## src/rtl/ptm_pkg.sv

```systemverilog
package ptm_pkg;

    // The group is the eight cells that collapse together in test mode.
    localparam int GRP_BITS   = 3;
    localparam int GRP_CELLS  = 1 << GRP_BITS;
    // Column bit that joins bits 1:0 as the in-group selector.
    localparam int COL_HI_IGN = 10;
    localparam int COL_LO_IGN = 2;
    localparam int ADDR_W     = COL_HI_IGN + 1;

    typedef enum logic [1:0] {
        CYC_IDLE,
        CYC_ACCESS,
        CYC_ENTRY_HOLD,
        CYC_REFRESH
    } cycle_e;

    typedef struct packed {
        logic fire;
        logic write;
        logic test;
    } col_op_t;

    function automatic logic group_uniform(input logic [GRP_CELLS-1:0] g);
        return (&g) | ~(|g);
    endfunction

    function automatic logic [GRP_BITS-1:0] grp_sel(input logic hi, input logic [1:0] lo);
        return {hi, lo};
    endfunction

endpackage

```

## src/rtl/ptm_strobe_fsm.sv

```systemverilog
module ptm_strobe_fsm
    import ptm_pkg::*;
#(
    parameter int ROW_W        = 2,
    parameter int WE_SETUP_CYC = 1,
    parameter int WE_HOLD_CYC  = 1
) (
    input  logic             clk,
    input  logic             rst,
    input  logic             ras_n,
    input  logic             cas_n,
    input  logic             we_n,
    input  logic [ROW_W-1:0] row_addr,
    output logic             test_active,
    output logic [ROW_W-1:0] refresh_row,
    output logic [ROW_W-1:0] row_q,
    output col_op_t          col_op
);
    localparam int CNT_MAX = (WE_SETUP_CYC > WE_HOLD_CYC) ? WE_SETUP_CYC : WE_HOLD_CYC;
    localparam int CW      = $clog2(CNT_MAX + 2);
    localparam logic [CW-1:0] SETUP_REQ = CW'(WE_SETUP_CYC);
    localparam logic [CW-1:0] HOLD_LAST = CW'(WE_HOLD_CYC - 1);

    logic          ras_q;
    logic          cas_q;
    cycle_e        cyc;
    logic [CW-1:0] we_run;
    logic [CW-1:0] hold_cnt;
    logic          cas_seen;
    logic          ras_fall;
    logic          cas_fall;

    assign ras_fall = ras_q & ~ras_n;
    assign cas_fall = cas_q & ~cas_n;

    always_comb begin
        col_op.fire  = (cyc == CYC_ACCESS) && !ras_n && cas_fall;
        col_op.write = !we_n;
        col_op.test  = test_active;
    end

    always_ff @(posedge clk) begin
        if (rst) begin
            ras_q       <= 1'b1;
            cas_q       <= 1'b1;
            cyc         <= CYC_IDLE;
            we_run      <= '0;
            hold_cnt    <= '0;
            cas_seen    <= 1'b0;
            test_active <= 1'b0;
            refresh_row <= '0;
            row_q       <= '0;
        end else begin
            ras_q <= ras_n;
            cas_q <= cas_n;
            if (we_n)
                we_run <= '0;
            else if (we_run != SETUP_REQ)
                we_run <= we_run + CW'(1);

            case (cyc)
                CYC_IDLE: begin
                    if (ras_fall) begin
                        if (!cas_n) begin
                            refresh_row <= refresh_row + ROW_W'(1);
                            if (!we_n && (we_run >= SETUP_REQ)) begin
                                hold_cnt <= '0;
                                cyc      <= CYC_ENTRY_HOLD;
                            end else begin
                                test_active <= 1'b0;
                                cyc         <= CYC_REFRESH;
                            end
                        end else begin
                            row_q    <= row_addr;
                            cas_seen <= 1'b0;
                            cyc      <= CYC_ACCESS;
                        end
                    end
                end
                CYC_ACCESS: begin
                    if (ras_n) begin
                        if (!cas_seen)
                            test_active <= 1'b0;
                        cyc <= CYC_IDLE;
                    end else if (cas_fall) begin
                        cas_seen <= 1'b1;
                    end
                end
                CYC_ENTRY_HOLD: begin
                    if (ras_n) begin
                        test_active <= 1'b0;
                        cyc         <= CYC_IDLE;
                    end else if (we_n) begin
                        test_active <= 1'b0;
                        cyc         <= CYC_REFRESH;
                    end else if (hold_cnt == HOLD_LAST) begin
                        test_active <= 1'b1;
                        cyc         <= CYC_REFRESH;
                    end else begin
                        hold_cnt <= hold_cnt + CW'(1);
                    end
                end
                CYC_REFRESH: begin
                    if (ras_n)
                        cyc <= CYC_IDLE;
                end
                default: cyc <= CYC_IDLE;
            endcase
        end
    end

endmodule

```

## src/rtl/ptm_cell_array.sv

```systemverilog
module ptm_cell_array
    import ptm_pkg::*;
#(
    parameter int ROW_W = 2,
    parameter int MID_W = 2
) (
    input  logic              clk,
    input  logic              rst,
    input  logic [ROW_W-1:0]  row,
    input  logic [ADDR_W-1:0] col,
    input  logic              wr_en,
    input  logic              tm,
    input  logic              din,
    output logic              rd_bit,
    output logic              rd_uniform
);
    localparam int BASE_W = ROW_W + MID_W;
    localparam int IDX_W  = BASE_W + GRP_BITS;
    localparam int DEPTH  = 1 << IDX_W;

    logic [DEPTH-1:0]     cells;
    logic [BASE_W-1:0]    base;
    logic [GRP_BITS-1:0]  sel;
    logic [IDX_W-1:0]     idx;
    logic [IDX_W-1:0]     grp_lo;
    logic [GRP_CELLS-1:0] grp;

    assign base   = {row, col[COL_LO_IGN +: MID_W]};
    assign sel    = grp_sel(col[COL_HI_IGN], col[1:0]);
    assign idx    = {base, sel};
    assign grp_lo = {base, {GRP_BITS{1'b0}}};
    assign grp    = cells[grp_lo +: GRP_CELLS];

    generate
        if (COL_LO_IGN + MID_W < COL_HI_IGN) begin : g_alias
            logic unused_col_alias;
            assign unused_col_alias = ^col[COL_HI_IGN-1:COL_LO_IGN+MID_W];
        end
    endgenerate

    always_ff @(posedge clk) begin
        if (rst) begin
            cells <= '0;
        end else if (wr_en) begin
            if (tm)
                cells[grp_lo +: GRP_CELLS] <= {GRP_CELLS{din}};
            else
                cells[idx] <= din;
        end
    end

    assign rd_bit     = cells[idx];
    assign rd_uniform = group_uniform(grp);

endmodule

```

## src/rtl/ptm_read_path.sv

```systemverilog
module ptm_read_path #(
    parameter int ACC_CYC      = 2,
    parameter int TEST_DLY_CYC = 1
) (
    input  logic clk,
    input  logic rst,
    input  logic cas_n,
    input  logic start,
    input  logic tm,
    input  logic bit_norm,
    input  logic bit_cmp,
    output logic dq_out,
    output logic dq_oe
);
    localparam int LAT_N = ACC_CYC;
    localparam int LAT_T = ACC_CYC + TEST_DLY_CYC;
    localparam int LW    = $clog2(LAT_T + 1);
    localparam logic [LW-1:0] LOAD_N = LW'(LAT_N - 1);
    localparam logic [LW-1:0] LOAD_T = LW'(LAT_T - 1);

    logic          pend;
    logic [LW-1:0] cnt;
    logic          dq_q;
    logic          oe_q;

    always_ff @(posedge clk) begin
        if (rst) begin
            pend <= 1'b0;
            cnt  <= '0;
            dq_q <= 1'b0;
            oe_q <= 1'b0;
        end else if (cas_n) begin
            pend <= 1'b0;
            oe_q <= 1'b0;
        end else if (start) begin
            pend <= 1'b1;
            oe_q <= 1'b0;
            cnt  <= tm ? LOAD_T : LOAD_N;
            dq_q <= tm ? bit_cmp : bit_norm;
        end else if (pend) begin
            if (cnt == '0) begin
                oe_q <= 1'b1;
                pend <= 1'b0;
            end else begin
                cnt <= cnt - LW'(1);
            end
        end
    end

    assign dq_oe  = oe_q;
    assign dq_out = oe_q & dq_q;

endmodule

```

## src/rtl/ptm_test_dram.sv

```systemverilog
module ptm_test_dram
    import ptm_pkg::*;
#(
    parameter int ROW_W        = 2,
    parameter int MID_W        = 2,
    parameter int ACC_CYC      = 2,
    parameter int TEST_DLY_CYC = 1,
    parameter int WE_SETUP_CYC = 1,
    parameter int WE_HOLD_CYC  = 1
) (
    input  logic              clk,
    input  logic              rst,
    input  logic              ras_n,
    input  logic              cas_n,
    input  logic              we_n,
    input  logic [ADDR_W-1:0] addr,
    input  logic              din,
    output logic              dq_out,
    output logic              dq_oe,
    output logic              test_active,
    output logic [ROW_W-1:0]  refresh_row
);
    col_op_t          op;
    logic [ROW_W-1:0] row_q;
    logic             wr_en;
    logic             rd_start;
    logic             bit_norm;
    logic             bit_cmp;

    assign wr_en    = op.fire & op.write;
    assign rd_start = op.fire & ~op.write;

    ptm_strobe_fsm #(
        .ROW_W        (ROW_W),
        .WE_SETUP_CYC (WE_SETUP_CYC),
        .WE_HOLD_CYC  (WE_HOLD_CYC)
    ) u_fsm (
        .clk         (clk),
        .rst         (rst),
        .ras_n       (ras_n),
        .cas_n       (cas_n),
        .we_n        (we_n),
        .row_addr    (addr[ROW_W-1:0]),
        .test_active (test_active),
        .refresh_row (refresh_row),
        .row_q       (row_q),
        .col_op      (op)
    );

    ptm_cell_array #(
        .ROW_W (ROW_W),
        .MID_W (MID_W)
    ) u_array (
        .clk        (clk),
        .rst        (rst),
        .row        (row_q),
        .col        (addr),
        .wr_en      (wr_en),
        .tm         (op.test),
        .din        (din),
        .rd_bit     (bit_norm),
        .rd_uniform (bit_cmp)
    );

    ptm_read_path #(
        .ACC_CYC      (ACC_CYC),
        .TEST_DLY_CYC (TEST_DLY_CYC)
    ) u_read (
        .clk      (clk),
        .rst      (rst),
        .cas_n    (cas_n),
        .start    (rd_start),
        .tm       (op.test),
        .bit_norm (bit_norm),
        .bit_cmp  (bit_cmp),
        .dq_out   (dq_out),
        .dq_oe    (dq_oe)
    );

endmodule

```

## config.mk

```make
export PLATFORM = sky130hd
export DESIGN_NAME = ptm_test_dram
export DESIGN_NICKNAME = d
export VERILOG_FILES = /design/src/rtl/ptm_pkg.sv /design/src/rtl/ptm_strobe_fsm.sv /design/src/rtl/ptm_cell_array.sv /design/src/rtl/ptm_read_path.sv /design/src/rtl/ptm_test_dram.sv
export SDC_FILE = /design/constraint.sdc
export NUM_CORES = 1
export LEC_CHECK = 0
export ABC_AREA = 1
export BUFFER_PORTS_ARGS = -buffer_cell sky130_fd_sc_hd__buf_2
export CORE_AREA = 4 4 155 187
export CTS_BUF_LIST = sky130_fd_sc_hd__clkbuf_4
export DETAILED_ROUTE_END_ITERATION = 8
export DIE_AREA = 0 0 159 191
export HOLD_SLACK_MARGIN = 0.02
export PLACE_DENSITY_LB_ADDON = 0.12
export SKIP_LAST_GASP = 1
export SLEW_MARGIN = 20
export SYNTH_ARGS = -nofsm -noshare
export SYNTH_HDL_FRONTEND = slang
export SYNTH_SLANG_ARGS = --single-unit
```

## constraint.sdc

```tcl
create_clock -name clk -period 7.7 [get_ports clk]
set_input_delay 1.54 -clock clk [delete_from_list [all_inputs] [get_ports clk]]
set_output_delay 1.54 -clock clk [all_outputs]
set_load 0.1 [all_outputs]
```

# [Word-level counts from Yosys, hierarchy flattened]
# Index checks and enable logic that the tools add are counted.
# Widths: inputs -> output; s select.
[word_totals] ff_bits=147 latchBits=0 ramBits=0 mem_bits_ro=0 inputBits=17 output_inout_bits=5 word_cells=125 n_memories=0
[op_classes] n_addsub=5 mul=0 n_div=0 n_lt_le_gt_ge=3 n_eq_ne=19 n_shift=3 mux=44 n_bitwise=9 n_reduce_logical=28
[op_table] cell="$bwmux 128" n=2
[op_table] cell="$mux 128" n=1
[op_table] cell="$shift 8x9->128 const A" n=1
[op_table] cell="$shiftx 128x8->8" n=1
[op_table] cell="$shiftx 8x9->128" n=1
[op_table] cell="$mux 2" n=16
[op_table] cell="$ne 2x2->1 const B" n=10
[op_table] cell="$mux 1" n=19
[op_table] cell="$reduce_and 7->1" n=2
[op_table] cell="$reduce_and 3->1" n=4
[op_table] cell="$ne 2x1->1 const B" n=5
[op_table] cell="$neg 7->9" n=1
[op_table] cell="$lt 7x8->1 const B" n=1
[op_table] cell="$reduce_and 8->1" n=1
[op_table] cell="$reduce_or 8->1" n=1
[op_table] cell="$bmux 1 s7" n=1
[op_table] cell="$demux 1 s7" n=1
[op_table] cell="$ge 7x1->1 const B" n=1
[op_table] cell="$add 2x1->2 const B" n=3
[op_table] cell="$logic_not 2->1" n=3
[op_table] cell="$pmux 2 s3" n=1
[op_table] cell="$reduce_bool 2->1" n=3
[op_table] cell="$reduce_or 2->1" n=3
[op_table] cell="$and 1x1->1" n=5
[op_table] cell="16 further kinds" n=24

# [Depth between registers and ports, before layout]
[logic_depth] ltp_word=6 depth_mapped=18 depth_no_buf=16

# [By module]
# Synthesis repeated with hierarchy kept, for this count alone.
[hier_totals] cells_unflattened=1933 hier_area_um2=10899.2
[modules_own_cells] mod="ptm_cell_array" instances=1 cells_per_inst=1763 area_each_um2=9746.8 seq_area_each_um2=2562.5
[modules_own_cells] mod="ptm_strobe_fsm" instances=1 cells_per_inst=124 area_each_um2=863.3 seq_area_each_um2=280.3
[modules_own_cells] mod="ptm_read_path" instances=1 cells_per_inst=42 area_each_um2=271.5 seq_area_each_um2=100.1
[modules_own_cells] mod="ptm_test_dram" instances=1 cells_per_inst=4 area_each_um2=17.5 seq_area_each_um2=0.0

# [Worst setup path after synthesis]
# Ideal clock, no wire load.
[synth_timing] path_type="input to register" start="input addr[3]" end="register u_array.cells[101]" setup_ns=0.122 arrival_time_ns=3.505 required_time_ns=7.578 path_slack_ns=4.073 cell_stages=13 n_path_buf=4 cell_sequence="buf_2 inv_2 buf_4 buf_2 ha_1 inv_1 nand3_1 nor2_4 a21oi_1 nor2_1 inv_1 buf_2 o311a_1"
[synth_via] elab_chain_len=6 word_cells_on_any_way=11 cone_classes="add/sub (1); order compare (2); shift (2); mux (5); reduce/logical (1)"
[synth_lines] item="from (decl)" line="ptm_test_dram.sv:16" rtl="input logic [ADDR_W-1:0] addr,"
[synth_lines] item="$lt 7x8->1 (not written as such) / $ge 7x1->1 (equally long branches)" line="ptm_cell_array.sv:48" rtl="cells[idx] <= din;"
[synth_lines] item="$logic_and 1x1->1 (not written as such)" line="ptm_cell_array.sv:48"
[synth_lines] item="$mux 1 (not written as such)" line="ptm_cell_array.sv:48"
[synth_lines] item="$demux 1 s7"
[synth_lines] item="$bwmux 128" line="ptm_cell_array.sv:48"
[synth_lines] item="$mux 128 *" line="ptm_cell_array.sv:45" rtl="if (tm)"
[synth_lines] item="to (signal, indexed assignment)" line="ptm_cell_array.sv:46" rtl="cells[grp_lo +: GRP_CELLS] <= {GRP_CELLS{din}};"
[synth_lines] item="to (signal, indexed assignment)" line="ptm_cell_array.sv:48"
[synth_lines] item="to (decl)" line="ptm_cell_array.sv:21" rtl="logic [DEPTH-1:0] cells;"
# Every way passes the cells marked *; elsewhere a longest branch is shown, timed or not.
# A chain may end at the register's enable or synchronous reset.

# [Final worst setup path]
[layout_timing] start="input addr[3]" end="register u_array.cells[60]"
# Same word-level chain as after synthesis.

==> flow_summary.yaml <==
run_status:
  status: "complete, no violations"
timing:
  skew_ps: 26.4
  post-route-period-util_pct: 54.5
  finalSetupViolCount: 0
  worst_pin_slew_ps: 1130
  hold_viol: 0
  finalCriticalPeriod_ps: 4200
  rsz0062_at_grt: "no"
  max-slew-margin-rel_pct: 24.4
  max_freq_mhz: 238
  maxSlewViolCount: 0
  fin_setup_tns_ps: 0
min_path:
  hp-start: "u_fsm.refresh_row[1]$_SDFFE_PP0P_"
  hp-class: "reg -> reg"
die:
  coreArea_sq_um: 27000
  start_util_pct: 40.0
  die_w_um: 159
  dieHeight_um: 191
  io_pins: 22
  core.rowCount: 66
  die-area_sq_um: 30400
power:
  p_leak_nw: 5.19
  powerDensity_nw_per_um2: 188
  total_power_mw: 2.12
  ir_drop_uv: 128
yosys:
  synthCells: 1884
  synth.avg_cell_area_sq_um: 5.73
  synth-seq-cells: 147
  synth_warnings: 0
  ys_seq_area_share_pct: 27.3
  synth_top_area_share_pct: 27.3
  synthArstFlopShare_pct: 0
  syn_area_sq_um: 10800
  synth_area_leaders: "dfxtp_1 27%, nand2_1 23%, o21ai_0 7.6%"
  ys.flop_type: "dfxtp_1"
  yosysTopAreaCell: "dfxtp_1"
  syn_nets: 1909
  ys_types: 43
  synth-edff-count: 0
placed_design:
  gp_congestion: 0.899
  dp_hpwl_mm: 25.6
  port_buffers: 15
grt:
  grt_antenna_before_repair: 1
  grt_start_max_net_pins: 79
  grt_util_all_layers_pct: 25.3
  grt_pass1_vias: 10705
  grt_pass1_wl_mm: 60.6
  overflow: 0
final_layout:
  synthToLayoutAreaGrowth_pct: 4.64
  final_cell_mix: "667 x nand2_1, 188 x inv_1, 173 x nor2_1, 163 x o21ai_0, 146 x dfxtp_1"
  mostFrequentLayoutCell: "nand2_1"
  nNetsFinal: 1862
  drive_above_1_share_pct: 7.03
drt:
  via_per_inst: 5.42
  drt-total-wl_mm: 39.1
  wire_per_inst_um: 17.8
  drc: 0
  drt_iter0_markers: 1129
  vias: 11878
  dr.pass1.iters: 7
  antenna_left: 0
worst_setup_path:
  crit_start: "addr[3]"
  end_kind: "register"
  crit_family: "buffers and inverters"
  crit_buf_inv: 5
  slowest_delay_ps: 490
  required_ps: 8260
  r2r-start: "u_fsm.test_active$_SDFFE_PP0P_"
  critPathMaxFanout: 40
  slowest_stage: "nor4_2"
  path_class: "in -> reg"
  start_kind: "input pin"
  crit_path_cell_trace: "buf_2 > buf_4 > inv_2 > ha_1 > inv_1 > nand2_1 > nand2_4 > inv_2 > nor4_2 > nand2_1 > o21ai_0 > o21ai_0 > a21oi_1"
  crit_arrival_ps: 4760
cts:
  cts_sinks: 147
  cts_buffers: 17
  htree_levels: 4
  cts_tree: "done"
  clk_latency_ps: 630
  cts_hold_buf: 0
  cts.path.max_buffers: 2
  clockRootBuffer: "clkbuf_4"
  path_clk_slew_ps: 150
  ctsResizeCount: 0
  cts_setup_buffers: 0
job:
  maxCapViolCount: 0
==> power by group <==
part           internal [mW]  switching [mW]
sequential             0.785          0.0367
combinational          0.175           0.552
clock                  0.228           0.342
total                   1.19           0.931
==> flip-flops by register name, summed over array words and instances, names as in the netlist <==
name,flops
u_fsm.cas_q,1
u_read.pend,1
u_read.cnt,2
u_fsm.cyc,2
u_fsm.hold_cnt,2
u_fsm.refresh_row,2
u_fsm.cas_seen,1
u_fsm.ras_q,1
u_fsm.test_active,1
u_read.dq_oe,1
u_read.dq_q,1
u_fsm.we_run,2
u_array.cells,128
u_fsm.row_q,2
==> tightest hold or removal path: stages, from the launching register on <==
cell,delay [ps]
dfxtp_1,330
inv_1,60
a21oi_1,50
==> stage by stage <==
step | instance area, sq um | hold slack (ps) | std cells | setup slack [ps] | utilization, %
floorplan | 10800 | 433 | 1884 | 4070 | -
CTS | 11300 | 474 | 2190 | 3620 | 41.8
global route | 11300 | 499 | 2192 | 3430 | 41.8
global placement | 11000 | 445 | 2158 | 2990 | 40.7
finish | 11300 | 471 | 2192 | 3500 | 41.8
detailed placement | 11000 | 455 | 2158 | 2960 | 40.7
==> layout make-up <==
cell class / instances / area (sq um)
Antenna cell: 2 / 5.00
Inverter: 209 / 798
Sequential cell: 147 / 2940
Fill cell: 3029 / 15700
Multi-Input combinational cell: 1430 / 6610
Clock buffer: 17 / 128
Timing Repair Buffer: 32 / 203
Tap cell: 340 / 425
Clock inverter: 15 / 180
==> cell usage after synthesis (2+ instances only) <==
cell and number:
a211oi_1 8, a21oi_1 122, a21oi_4 3, a31oi_1 5, buf_1 8, buf_2 35, buf_4 3, buf_6 4
clkbuf_1 48, clkinv_1 4, dfxtp_1 147, ha_1 8, inv_1 190, inv_2 14, nand2_1 668, nand2_2 2
nand2_4 2, nand3_1 116, nand3_2 4, nand4_1 4, nor2_1 176, nor2_2 10, nor2_4 10, nor3_1 26
nor3_2 3, nor4_1 23, nor4_2 3, o211a_1 7, o211ai_1 7, o21a_1 5, o21ai_0 163, o21ai_1 28
o21ai_2 5, o311a_1 14
==> worst paths after layout <==
| path | cells past startpoint | slack [ps] | to |
|---|---|---|---|
| min | 2 | 470 | u_fsm.refresh_row[1]$_SDFFE_PP0P_ |
| min reg2reg | 2 | 470 | u_fsm.refresh_row[1]$_SDFFE_PP0P_ |
| max | 13 | 3500 | u_array.cells[60]$_SDFFE_PP0P_ |
| max reg2reg | 7 | 4220 | u_array.cells[60]$_SDFFE_PP0P_ |
==> per-layer routing <==
metal  routed length, um  part of all wire (%)  track usage (%)
met1               17100                    44             32.3
met2               18300                    47             42.9
met3                2300                   5.9             3.92
met4                1390                   3.5             10.0
met5                   0                     0                0
==> logic make-up after synthesis <==
family	share of synthesized area [%]
AO/OA/AOI/OAI	19.4
adder cells (fa/ha/maj)	0.927
buffers and inverters	11.6
flip-flops	27.3
AND/OR/NAND/NOR	40.8
(Power assumes the default switching activity.)
